File: src/rtl/pp_pkg.sv
package pp_pkg;
  localparam int WORD_W = 32;
  typedef logic [WORD_W-1:0] word_t;
endpackage

File: src/rtl/pp_bank.sv
module pp_bank #(
  parameter int DEPTH = 16,
  localparam int AW = $clog2(DEPTH)
) (
  input  logic              clk,
  input  logic              we,
  input  logic [AW-1:0]     waddr,
  input  pp_pkg::word_t     wdata,
  input  logic [AW-1:0]     raddr,
  output pp_pkg::word_t     rdata
);
  pp_pkg::word_t mem_q [DEPTH];

  always_ff @(posedge clk) begin
    if (we) mem_q[waddr] <= wdata;
  end

  assign rdata = mem_q[raddr];
endmodule

File: src/rtl/pp_rec_ctl.sv
module pp_rec_ctl #(
  parameter int DEPTH = 16,
  parameter int AFULL = 12,
  parameter int LW    = 16,
  localparam int AW = $clog2(DEPTH),
  localparam int CW = $clog2(DEPTH+1)
) (
  input  logic          clk,
  input  logic          rst_n,
  input  logic          wr_valid,
  input  logic          clr_status,
  input  logic          rd_empty,
  output logic          wr_ready,
  output logic          wr_fire,
  output logic [AW-1:0] waddr,
  output logic          rec_bank,
  output logic          swap,
  output logic [CW-1:0] swap_count,
  output logic [LW-1:0] lost_count,
  output logic          freeze_seen
);
  localparam logic [LW-1:0] LMAX = {LW{1'b1}};

  logic [CW-1:0] wcnt_q, wcnt_d, wcnt_inc;
  logic          bank_q, bank_d;
  logic [LW-1:0] lost_q, lost_d;
  logic          frz_q, frz_d;
  logic          drop;

  always_comb begin
    wr_ready = (wcnt_q != CW'(DEPTH));
    wr_fire  = wr_valid && wr_ready;
    drop     = wr_valid && !wr_ready;
    wcnt_inc = wcnt_q + CW'(wr_fire);
    swap     = rd_empty && (wcnt_inc >= CW'(AFULL));
    wcnt_d   = swap ? '0 : wcnt_inc;
    bank_d   = swap ? !bank_q : bank_q;
    if (clr_status) begin
      lost_d = drop ? LW'(1) : '0;
      frz_d  = !wr_ready;
    end else begin
      lost_d = (drop && lost_q != LMAX) ? lost_q + LW'(1) : lost_q;
      frz_d  = frz_q || !wr_ready;
    end
  end

  always_ff @(posedge clk or negedge rst_n) begin
    if (!rst_n) begin
      wcnt_q <= '0;
      bank_q <= 1'b0;
      lost_q <= '0;
      frz_q  <= 1'b0;
    end else begin
      wcnt_q <= wcnt_d;
      bank_q <= bank_d;
      lost_q <= lost_d;
      frz_q  <= frz_d;
    end
  end

  assign waddr       = wcnt_q[AW-1:0];
  assign rec_bank    = bank_q;
  assign swap_count  = wcnt_inc;
  assign lost_count  = lost_q;
  assign freeze_seen = frz_q;


  lost_inc_chk: assert property (@(posedge clk) disable iff (!rst_n)
    (drop && !clr_status && lost_q != LMAX) |=> lost_q == $past(lost_q) + LW'(1));


  lost_sat_chk: assert property (@(posedge clk) disable iff (!rst_n)
    (lost_q == LMAX && !clr_status) |=> lost_q == LMAX);
endmodule

File: src/rtl/pp_rd_ctl.sv
module pp_rd_ctl #(
  parameter int DEPTH = 16,
  localparam int AW = $clog2(DEPTH),
  localparam int CW = $clog2(DEPTH+1)
) (
  input  logic          clk,
  input  logic          rst_n,
  input  logic          swap,
  input  logic [CW-1:0] swap_count,
  input  logic          swap_bank,
  input  logic          rd_en,
  output logic          rd_avail,
  output logic [CW-1:0] rd_count,
  output logic          rd_bank,
  output logic [AW-1:0] raddr,
  output logic          rd_last
);
  logic          avail_q, avail_d;
  logic [CW-1:0] cnt_q, cnt_d, ptr_q, ptr_d;
  logic          bank_q, bank_d;
  logic          pop;

  always_comb begin
    pop     = rd_en && avail_q;
    rd_last = pop && (ptr_q + CW'(1) == cnt_q);
    avail_d = avail_q;
    cnt_d   = cnt_q;
    ptr_d   = ptr_q;
    bank_d  = bank_q;
    if (swap) begin
      avail_d = 1'b1;
      cnt_d   = swap_count;
      ptr_d   = '0;
      bank_d  = swap_bank;
    end else if (pop) begin
      if (rd_last) begin
        avail_d = 1'b0;
        ptr_d   = '0;
      end else begin
        ptr_d = ptr_q + CW'(1);
      end
    end
  end

  always_ff @(posedge clk or negedge rst_n) begin
    if (!rst_n) begin
      avail_q <= 1'b0;
      cnt_q   <= '0;
      ptr_q   <= '0;
      bank_q  <= 1'b1;
    end else begin
      avail_q <= avail_d;
      cnt_q   <= cnt_d;
      ptr_q   <= ptr_d;
      bank_q  <= bank_d;
    end
  end

  assign rd_avail = avail_q;
  assign rd_count = cnt_q;
  assign rd_bank  = bank_q;
  assign raddr    = ptr_q[AW-1:0];


  last_drop_chk: assert property (@(posedge clk) disable iff (!rst_n)
    rd_last |=> !rd_avail);


  idle_pop_chk: assert property (@(posedge clk) disable iff (!rst_n)
    (rd_en && !avail_q && !swap) |=> !rd_avail);
endmodule

File: src/rtl/pp_event_buf.sv
module pp_event_buf #(
  parameter int DEPTH = 16,
  parameter int AFULL = 12,
  parameter int LW    = 16,
  localparam int AW = $clog2(DEPTH),
  localparam int CW = $clog2(DEPTH+1)
) (
  input  logic          clk,
  input  logic          rst_n,
  input  logic          wr_valid,
  input  logic [31:0]   wr_data,
  output logic          wr_ready,
  input  logic          rd_en,
  output logic [31:0]   rd_data,
  output logic          rd_avail,
  output logic [CW-1:0] rd_count,
  output logic          rd_last,
  output logic          rec_bank,
  input  logic          clr_status,
  output logic [LW-1:0] lost_count,
  output logic          freeze_seen
);
  logic          rst_m_q, rst_s_q;
  logic          wr_fire, swap, rd_bank;
  logic [AW-1:0] waddr, raddr;
  logic [CW-1:0] swap_count;
  pp_pkg::word_t bank_rdata [2];

  always_ff @(posedge clk or negedge rst_n) begin
    if (!rst_n) begin
      rst_m_q <= 1'b0;
      rst_s_q <= 1'b0;
    end else begin
      rst_m_q <= 1'b1;
      rst_s_q <= rst_m_q;
    end
  end

  pp_rec_ctl #(.DEPTH(DEPTH), .AFULL(AFULL), .LW(LW)) rec_i (
    .clk(clk), .rst_n(rst_s_q), .wr_valid(wr_valid), .clr_status(clr_status),
    .rd_empty(!rd_avail), .wr_ready(wr_ready), .wr_fire(wr_fire), .waddr(waddr),
    .rec_bank(rec_bank), .swap(swap), .swap_count(swap_count),
    .lost_count(lost_count), .freeze_seen(freeze_seen)
  );

  pp_rd_ctl #(.DEPTH(DEPTH)) rd_i (
    .clk(clk), .rst_n(rst_s_q), .swap(swap), .swap_count(swap_count),
    .swap_bank(rec_bank), .rd_en(rd_en), .rd_avail(rd_avail),
    .rd_count(rd_count), .rd_bank(rd_bank), .raddr(raddr), .rd_last(rd_last)
  );

  for (genvar b = 0; b < 2; b++) begin : g_bank
    pp_bank #(.DEPTH(DEPTH)) bank_i (
      .clk(clk), .we(wr_fire && (rec_bank == b[0])), .waddr(waddr),
      .wdata(wr_data), .raddr(raddr), .rdata(bank_rdata[b])
    );
  end

  assign rd_data = bank_rdata[rd_bank];


  count_range_chk: assert property (@(posedge clk) disable iff (!rst_s_q)
    rd_avail |-> (rd_count >= CW'(AFULL) && rd_count <= CW'(DEPTH)));


  swap_pair_chk: assert property (@(posedge clk) disable iff (!rst_s_q)
    (rec_bank != $past(rec_bank)) |-> $rose(rd_avail));


  resume_chk: assert property (@(posedge clk) disable iff (!rst_s_q)
    (!wr_ready && !rd_avail) |=> (wr_ready && rd_avail));


  sticky_chk: assert property (@(posedge clk) disable iff (!rst_s_q)
    (freeze_seen && !clr_status) |=> freeze_seen);
endmodule

File: config.mk
export PLATFORM = sky130hd
export DESIGN_NAME = pp_event_buf
export DESIGN_NICKNAME = d
export VERILOG_FILES = /design/src/rtl/pp_pkg.sv /design/src/rtl/pp_bank.sv /design/src/rtl/pp_rec_ctl.sv /design/src/rtl/pp_rd_ctl.sv /design/src/rtl/pp_event_buf.sv
export SDC_FILE = /design/constraint.sdc
export NUM_CORES = 1
export LEC_CHECK = 0
export ABC_CLOCK_PERIOD_IN_PS = 6100
export BUFFER_PORTS_ARGS = -buffer_cell sky130_fd_sc_hd__buf_2
export CAP_MARGIN = 30
export CELL_PAD_IN_SITES_DETAIL_PLACEMENT = 1
export CELL_PAD_IN_SITES_GLOBAL_PLACEMENT = 2
export CORE_ASPECT_RATIO = 0.8
export CORE_MARGIN = 2
export CORE_UTILIZATION = 40
export CTS_BUF_LIST = sky130_fd_sc_hd__clkbuf_4 sky130_fd_sc_hd__clkbuf_8
export CTS_CLUSTER_SIZE = 28
export DETAILED_ROUTE_END_ITERATION = 10
export PLACE_DENSITY_LB_ADDON = 0.2
export SLEW_MARGIN = 10
export SYNTH_ARGS = -nofsm -noshare
export SYNTH_HDL_FRONTEND = slang
export SYNTH_HIERARCHICAL = 1
export SYNTH_SLANG_ARGS = --single-unit
File: constraint.sdc
create_clock -name clk -period 6.1 [get_ports clk]
set_input_delay 0.915 -clock clk [delete_from_list [all_inputs] [get_ports clk]]
set_output_delay 0.915 -clock clk [all_outputs]
set_load 0.05 [all_outputs]
==> results of run 1 <==
-- power by group --
group | switching, uW | internal, uW
Combinational | 3750 | 2430
Clock | 2810 | 3020
Sequential | 313 | 8440
Total | 6870 | 13900
-- cell type report --
type	instances	area [sq um]
Antenna cell	3	7.507
Clock buffer	232	2855
Clock inverter	70	320.3
Fill cell	9253	55150
Inverter	9	33.78
Multi-Input combinational cell	687	9025
Sequential cell	1061	31680
Tap cell	1337	1673
Timing Repair Buffer	165	1331
-- how the worst max path moves through the flow --
stage	to	slack (ns)	depth (start not counted)
global placement	rd_data[24]	2.21	6
detailed placement	g_bank[0].bank_i/mem_q[1][22]$_DFFE_PP_	2.23	7
global route	rd_data[30]	1.23	6
CTS	rd_data[24]	1.25	6
finish	rd_data[30]	1.43	6
floorplan	g_bank[0].bank_i/mem_q[0][0]$_DFFE_PP_	1.63	6
-- logic make-up (layout without fill, tap and decap cells) --
family,count (synthesis),after routing,share of synthesized area
xor gates and xnor gates,10,10,0.002133
adders and majority gates,4,4,0.001219
AOI/OAI and AO/OA,169,169,0.02975
and+or+nand+nor,203,203,0.02457
other,1,4,0.00009135
muxes,300,300,0.1553
buffers and inverters,112,476,0.01533
DFF,1061,1061,0.7716
-- metal layers --
metal | global-route usage | up-vias | share of wire
met5 | 0 | - | 0.00052
met4 | 0.06250 | 10 | 0.020
met3 | 0.04594 | 160 | 0.063
met2 | 0.3324 | 622 | 0.48
met1 | 0.3068 | 11019 | 0.44
li1 | - | 8365 | -
-- sequential cells by signal, summed over array words and instances (netlist names) --
signal and count:
rd_i/rd_bank 1, rd_i/rd_count 5, rd_i/ptr_q 5, rec_i/freeze_seen 1, rec_i/lost_count 16, rec_i/rec_bank 1
rec_i/wcnt_q 5, rst_m_q 1, g_bank.bank_i/mem_q 1024, rd_i/rd_avail 1, rst_s_q 1
-- metrics by stage --
stage	instances	total power [uW]	cell area [sq um]	hold slack [ns]	worst slack, ns
6_report	3564	20770	46930	0.3041	1.433
5_1_grt	3562	21670	46930	0.3628	1.228
4_1_cts	3559	21040	46890	0.2886	1.247
3_5_place_dp	3256	15180	43700	0.3381	2.231
3_3_place_gp	3243	15100	43400	0.3123	2.210
2_1_floorplan	1860	13260	41050	0.3312	1.627
-- timing repair --
action	4_1_cts	5_1_grt
hold buffers	1	0
resized for setup	0	0
endpoints found under the hold margin	2	0
setup endpoints to repair	0	0
-- critical path, delay by kind of cell, from the launching register on --
family | cells | cell delay, ns
AO/OA/AOI/OAI | 1 | 0.19
buffers and inverters | 2 | 0.75
flip-flops | 1 | 0.87
multiplexers | 2 | 0.90
AND/OR/NAND/NOR | 1 | 0.13
-- layout by cell type, fill, tap and decap left out, types with 4 or more instances in the layout --
cell / instances
buf_4: 47
mux2_2: 14
a22oi_1: 128
clkinv_2: 19
nor3_2: 6
nand2b_1: 4
nand3b_1: 7
a21oi_1: 16
nor4_1: 7
clkinv_1: 43
nand3_1: 17
nor2_4: 26
clkbuf_8: 178
buf_16: 9
xnor2_1: 4
o21ai_0: 5
nor2b_1: 10
mux4_2: 256
buf_2: 95
buf_12: 12
o31ai_1: 9
clkbuf_4: 54
ha_1: 4
clkinvlp_4: 5
nand2_1: 76
inv_1: 9
nor3_1: 4
mux2_4: 30
xor2_1: 6
or4_1: 9
nor2b_4: 4
nand4_1: 5
edfxtp_1: 1024
nor2_1: 10
dfrtp_1: 34
==> results.ini, run 1 <==
[die]
die_h_microns = 290.5
initial_core_util = 0.4021
ios = 95
rows = 105
die_area_sq_mm = 0.1052
dieWidth_microns = 362.2
core_sq_mm = 0.1021

[global_routing]
track_usage = 0.2144
grt_pass1_wl_mm = 158.9
grt_max_degree = 63
antenna_found_initial = 9
gr-total-overflow = 0
grt_pass1_vias = 21600

[critical_path]
cp-end-kind = primary output
timing.rr.start = rec_i/wcnt_q[1]$_DFF_PN0_
arrival_ns = 3.75
timing.rr.end = g_bank[0].bank_i/mem_q[1][21]$_DFFE_PP_
crit_slowest_cell = dfrtp_4
crit_type = reg -> out
critPathLaunch = rd_i/ptr_q[0]$_DFFE_PN0P_
crit_fanout = 30
path_cells = buf_4 -> mux4_2 -> a22oi_1 -> nand2_1 -> mux2_2 -> buf_2
crit_path_max_incr_delay_ns = 0.87
reg2regPathDepth = 7
crit_required_ns = 5.18
start_kind = register
r2r_slack_ns = 2.28

[clocking]
worstSkewPairLatency_ns = 0.85
numCtsBuffers = 171
cts_setup_buffers = 0
clockBufferDepth = 3
cts_sinks = 1061
clk_pin_slew_ns = 0.06
cts_root_buf = clkbuf_8
cts_htree_levels = 4
cts_tree = yes

[final_layout]
drive_above_1_share = 0.3471
final_util = 0.4597
nets = 2136
syn2layout_area_growth_pct = 14.32

[sta]
relSlewSlack = 0.3523
finalSetupTns_ns = 0
rsz0062_at_grt = no
drv_slew = 0
max_freq_mhz = 214.3
skew_ns = 0.01958
hold_viol_final = 0
period_needed_ns = 4.667
finalSetupViolations = 0
period_share = 0.7651
tightestPinTransition_ns = 0.9696

[logic_synthesis]
synth-main-ff-cell = edfxtp_1
syn-instance-count = 1860
synth_top_area_cell = edfxtp_1
synthTopCellsByArea = edfxtp_1, mux4_2, a22oi_1
yosys_register_bits = 1061
syn_nets = 1901
yosys-top-cells-count = edfxtp_1, mux4_2, a22oi_1, nand2_1, clkbuf_1
synth-async-reset-ratio = 0.03487
yosysWarnings = 6
ys_seq_area_frac = 0.7716
synthesis.area_sq_mm = 0.04105
synth_most_common_cell = edfxtp_1
synth.distinct_cells = 48
synth-edff-count = 1024
synth_top_area_share = 0.7491
syn_area_per_cell_sq_um = 22.07

[placed_design]
dp_hpwl_mm = 62.11
place_congestion = 0.7282
io_buffers = 94

[drt]
vias = 20176
drtPass1Iterations = 5
drt_iter0_markers = 2174
viasPerCell = 5.661
avgRoutedWirePerCell_microns = 31.10
ant_nets = 0
route.detailed.drc = 0
totalWireLength_mm = 110.8

[flow_run]
drv_cap = 0

[worst_hold_path]
hold_class = reg -> async

[outcome]
outcome = finished, final reports clean

[power]
p_leak_uw = 0.01505
vdd_drop_max_v = 0.0002850
cellPowerDensity_mw_per_mm2 = 442.6

No activity file was read; power rests on OpenSTA's default activity.
==> inputs of run 2 (changes only) <==
--- a/config.mk
+++ b/config.mk
@@ -5,14 +5,15 @@
 export SDC_FILE = /design/constraint.sdc
 export NUM_CORES = 1
 export LEC_CHECK = 0
-export ABC_CLOCK_PERIOD_IN_PS = 6100
+export ABC_AREA = 1
+export ABC_CLOCK_PERIOD_IN_PS = 3800
 export BUFFER_PORTS_ARGS = -buffer_cell sky130_fd_sc_hd__buf_2
 export CAP_MARGIN = 30
 export CELL_PAD_IN_SITES_DETAIL_PLACEMENT = 1
 export CELL_PAD_IN_SITES_GLOBAL_PLACEMENT = 2
 export CORE_ASPECT_RATIO = 0.8
 export CORE_MARGIN = 2
-export CORE_UTILIZATION = 40
+export CORE_UTILIZATION = 39
 export CTS_BUF_LIST = sky130_fd_sc_hd__clkbuf_4 sky130_fd_sc_hd__clkbuf_8
 export CTS_CLUSTER_SIZE = 28
 export DETAILED_ROUTE_END_ITERATION = 10
==> constraint.sdc (replaced) <==
create_clock -name clk -period 3.8 [get_ports clk]
set_input_delay 0.57 -clock clk [delete_from_list [all_inputs] [get_ports clk]]
set_output_delay 0.57 -clock clk [all_outputs]
set_load 0.05 [all_outputs]
==> results.ini, run 2 <==
[global_routing]
track_usage = 0.2463
grt_max_degree = 81
gr-total-overflow = 0
busiest_layer = met2
grt_pass1_wl_mm = 220.6
use_met1 = 0.3636
antenna_found_initial = 9
grtUsageMet2 = 0.3757
grt_pass1_vias = 33525
grt_use_met3 = 0.04375

[power]
p_int_uw = 24090
vdd_drop_max_v = 0.0005160
clkPwrFrac = 0.239
p_comb_frac = 0.422
cellPowerDensity_mw_per_mm2 = 764.8
p_leak_uw = 0.02301
finalPower_uw = 41250
p_sw_uw = 17150
pwr-share-seq = 0.339
sw_frac_of_total = 0.4159

[clocking]
cts_htree_levels = 4
clk_pin_slew_ns = 0.07
clockBufferDepth = 3
cts_tree = yes
worstSkewPairLatency_ns = 0.88
cts_sinks = 1061
cts_root_buf = clkbuf_8
numCtsBuffers = 179

[final_layout]
mostFrequentLayoutCells = nand2_1, edfxtp_1, inv_1
nets = 4797
final_util = 0.4531
regMostFlops = g_bank.bank_i/mem_q
syn2layout_area_growth_pct = 15.03
final_common_cell = nand2_1
drive_above_1_share = 0.1203
largest_reg_flops = 1024

[die]
die_area_sq_mm = 0.1230
die_h_microns = 314.1
initial_core_util = 0.3938
ios = 95
dieWidth_microns = 391.7
rows = 113
core_sq_mm = 0.1190

[critical_path]
reg2regPathDepth = 14
path_cells = buf_12 -> buf_4 -> bufbuf_16 -> nand2_1 -> nand3_1 -> nand3_1 -> nand3_1 -> nand2_1 -> nand2_1 -> nand2_4 -> buf_12
timing.rr.start = rec_i/wcnt_q[1]$_DFF_PN0_
start_kind = register
crit_type = reg -> out
r2r_slack_ns = 0.70
crit_required_ns = 3.23
arrival_ns = 3.12
crit_path_max_incr_delay_ns = 0.59
crit_slowest_cell = dfrtp_4
timing.rr.end = rd_i/ptr_q[0]$_DFFE_PN0P_
cp-end-kind = primary output
crit_fanout = 31

[drt]
viasPerCell = 5.061
avgRoutedWirePerCell_microns = 23.52
drtPass1Iterations = 6
totalWireLength_mm = 152.9
drt_iter0_markers = 2739
ant_nets = 0
route.detailed.drc = 0
vias = 32905

[logic_synthesis]
synthesis.area_sq_mm = 0.04689
synth.distinct_cells = 37
ys_seq_area_frac = 0.6756
synth_top_area_cell = edfxtp_1
yosys-top-cells-count = nand2_1, edfxtp_1, inv_1, nand3_1, buf_2
synth-async-reset-ratio = 0.03487
synth_top_area_share = 0.6558
syn_area_per_cell_sq_um = 10.24
synth-main-ff-cell = edfxtp_1
yosysWarnings = 6
synth_most_common_cell = nand2_1
synth-edff-count = 1024
syn-instance-count = 4577
synthTopCellsByArea = edfxtp_1, nand2_1, nand3_1
syn_nets = 4618
yosys_register_bits = 1061

[sta]
relSlewSlack = 0.5040
hold_viol_final = 0
period_share = 0.9707
tightestPinTransition_ns = 0.7440
skew_ns = 0.03485
max_freq_mhz = 271.1
fin_hold_ws_ns = 0.1136
finalSetupViolations = 0
rsz0062_at_grt = yes
period_needed_ns = 3.689
drv_slew = 0

[outcome]
outcome = finished, final reports clean

[worst_hold_path]
hold_depth = 4
holdCritStartpoint = clr_status
hold_class = in -> reg
min_to = rec_i/lost_count[7]$_DFFE_PN0P_

[placed_design]
dp_hpwl_mm = 81.44
io_buffers = 94
place_congestion = 0.7586

[flow_run]
drv_cap = 0

run 2: critical path, delay by kind of cell, from the launching register on:
family                 cells  cell delay, ns
AND/OR/NAND/NOR            7            0.82
buffers and inverters      4            0.80
flip-flops                 1            0.59
run 2: power by group through the flow:
stage / Clock, uW / Sequential, uW / Combinational [uW]
after floorplan: 0 / 14100 / 9820
after global placement: 0 / 14200 / 15900
after detailed placement: 0 / 14200 / 16100
after CTS: 10100 / 14000 / 16700
after global routing: 10600 / 14000 / 18700
final: 9870 / 14000 / 17400
run 2: repair_timing:
item,4_1_cts,5_1_grt
hold buffers,2,0
buffers inserted,4,10
gates cloned,5,6
endpoints found under the hold margin,2,0
pin swaps,0,1
endpoints found under the setup margin,32,33
resized for setup,36,46
run 2: stage by stage:
| step | worst slack, ns | instances | setup TNS [ns] | instance area (sq um) |
|---|---|---|---|---|
| 2_1_floorplan | 0.5431 | 4577 | 0 | 46890 |
| 3_3_place_gp | 0.7087 | 6158 | 0 | 49760 |
| 3_5_place_dp | 0.7355 | 6158 | 0 | 49760 |
| 4_1_cts | -0.005744 | 6481 | -0.005744 | 53490 |
| 5_1_grt | -0.01085 | 6500 | -0.01595 | 53930 |
| 6_report | 0.1115 | 6502 | 0 | 53930 |
run 2: logic make-up (layout without fill, tap and decap cells):
group | Yosys count | count (layout) | synth area share
AO/OA/AOI/OAI | 16 | 16 | 0.002055
other | 1 | 6 | 0.00007998
flip-flops | 1061 | 1061 | 0.6756
XOR/XNOR | 9 | 9 | 0.001681
adder cells (fa/ha/maj) | 4 | 4 | 0.001067
buffers and inverters | 1040 | 1350 | 0.09903
AND/OR/NAND/NOR | 2446 | 2446 | 0.2205
run 2: how the worst max path moves through the flow:
stage,startpoint,end
5_1_grt,rd_i/ptr_q[0]$_DFFE_PN0P_,rd_data[2]
4_1_cts,rd_i/ptr_q[1]$_DFFE_PN0P_,rd_data[4]
3_5_place_dp,rd_i/ptr_q[0]$_DFFE_PN0P_,rd_data[7]
3_3_place_gp,rd_i/ptr_q[0]$_DFFE_PN0P_,rd_data[7]
6_report,rd_i/ptr_q[0]$_DFFE_PN0P_,rd_data[23]
2_1_floorplan,rec_i/wcnt_q[2]$_DFF_PN0_,g_bank[0].bank_i/mem_q[12][0]$_DFFE_PP_
run 2: routing by layer:
| layer | up-vias | routed length [microns] |
|---|---|---|
| li1 | 15117 | - |
| met1 | 16598 | 72410 |
| met2 | 982 | 68090 |
| met3 | 204 | 9527 |
| met4 | 4 | 2849 |
| met5 | - | 30 |
run 2: cell type report:
| class | count | area [sq um] |
|---|---|---|
| Fill cell | 13099 | 65110 |
| Sequential cell | 1061 | 31690 |
| Multi-Input combinational cell | 2476 | 10920 |
| Inverter | 811 | 3127 |
| Clock buffer | 243 | 2994 |
| Timing Repair Buffer | 226 | 2809 |
| Tap cell | 1610 | 2014 |
| Clock inverter | 69 | 352.8 |
| Antenna cell | 5 | 12.51 |
| Timing Repair inverter | 1 | 11.26 |
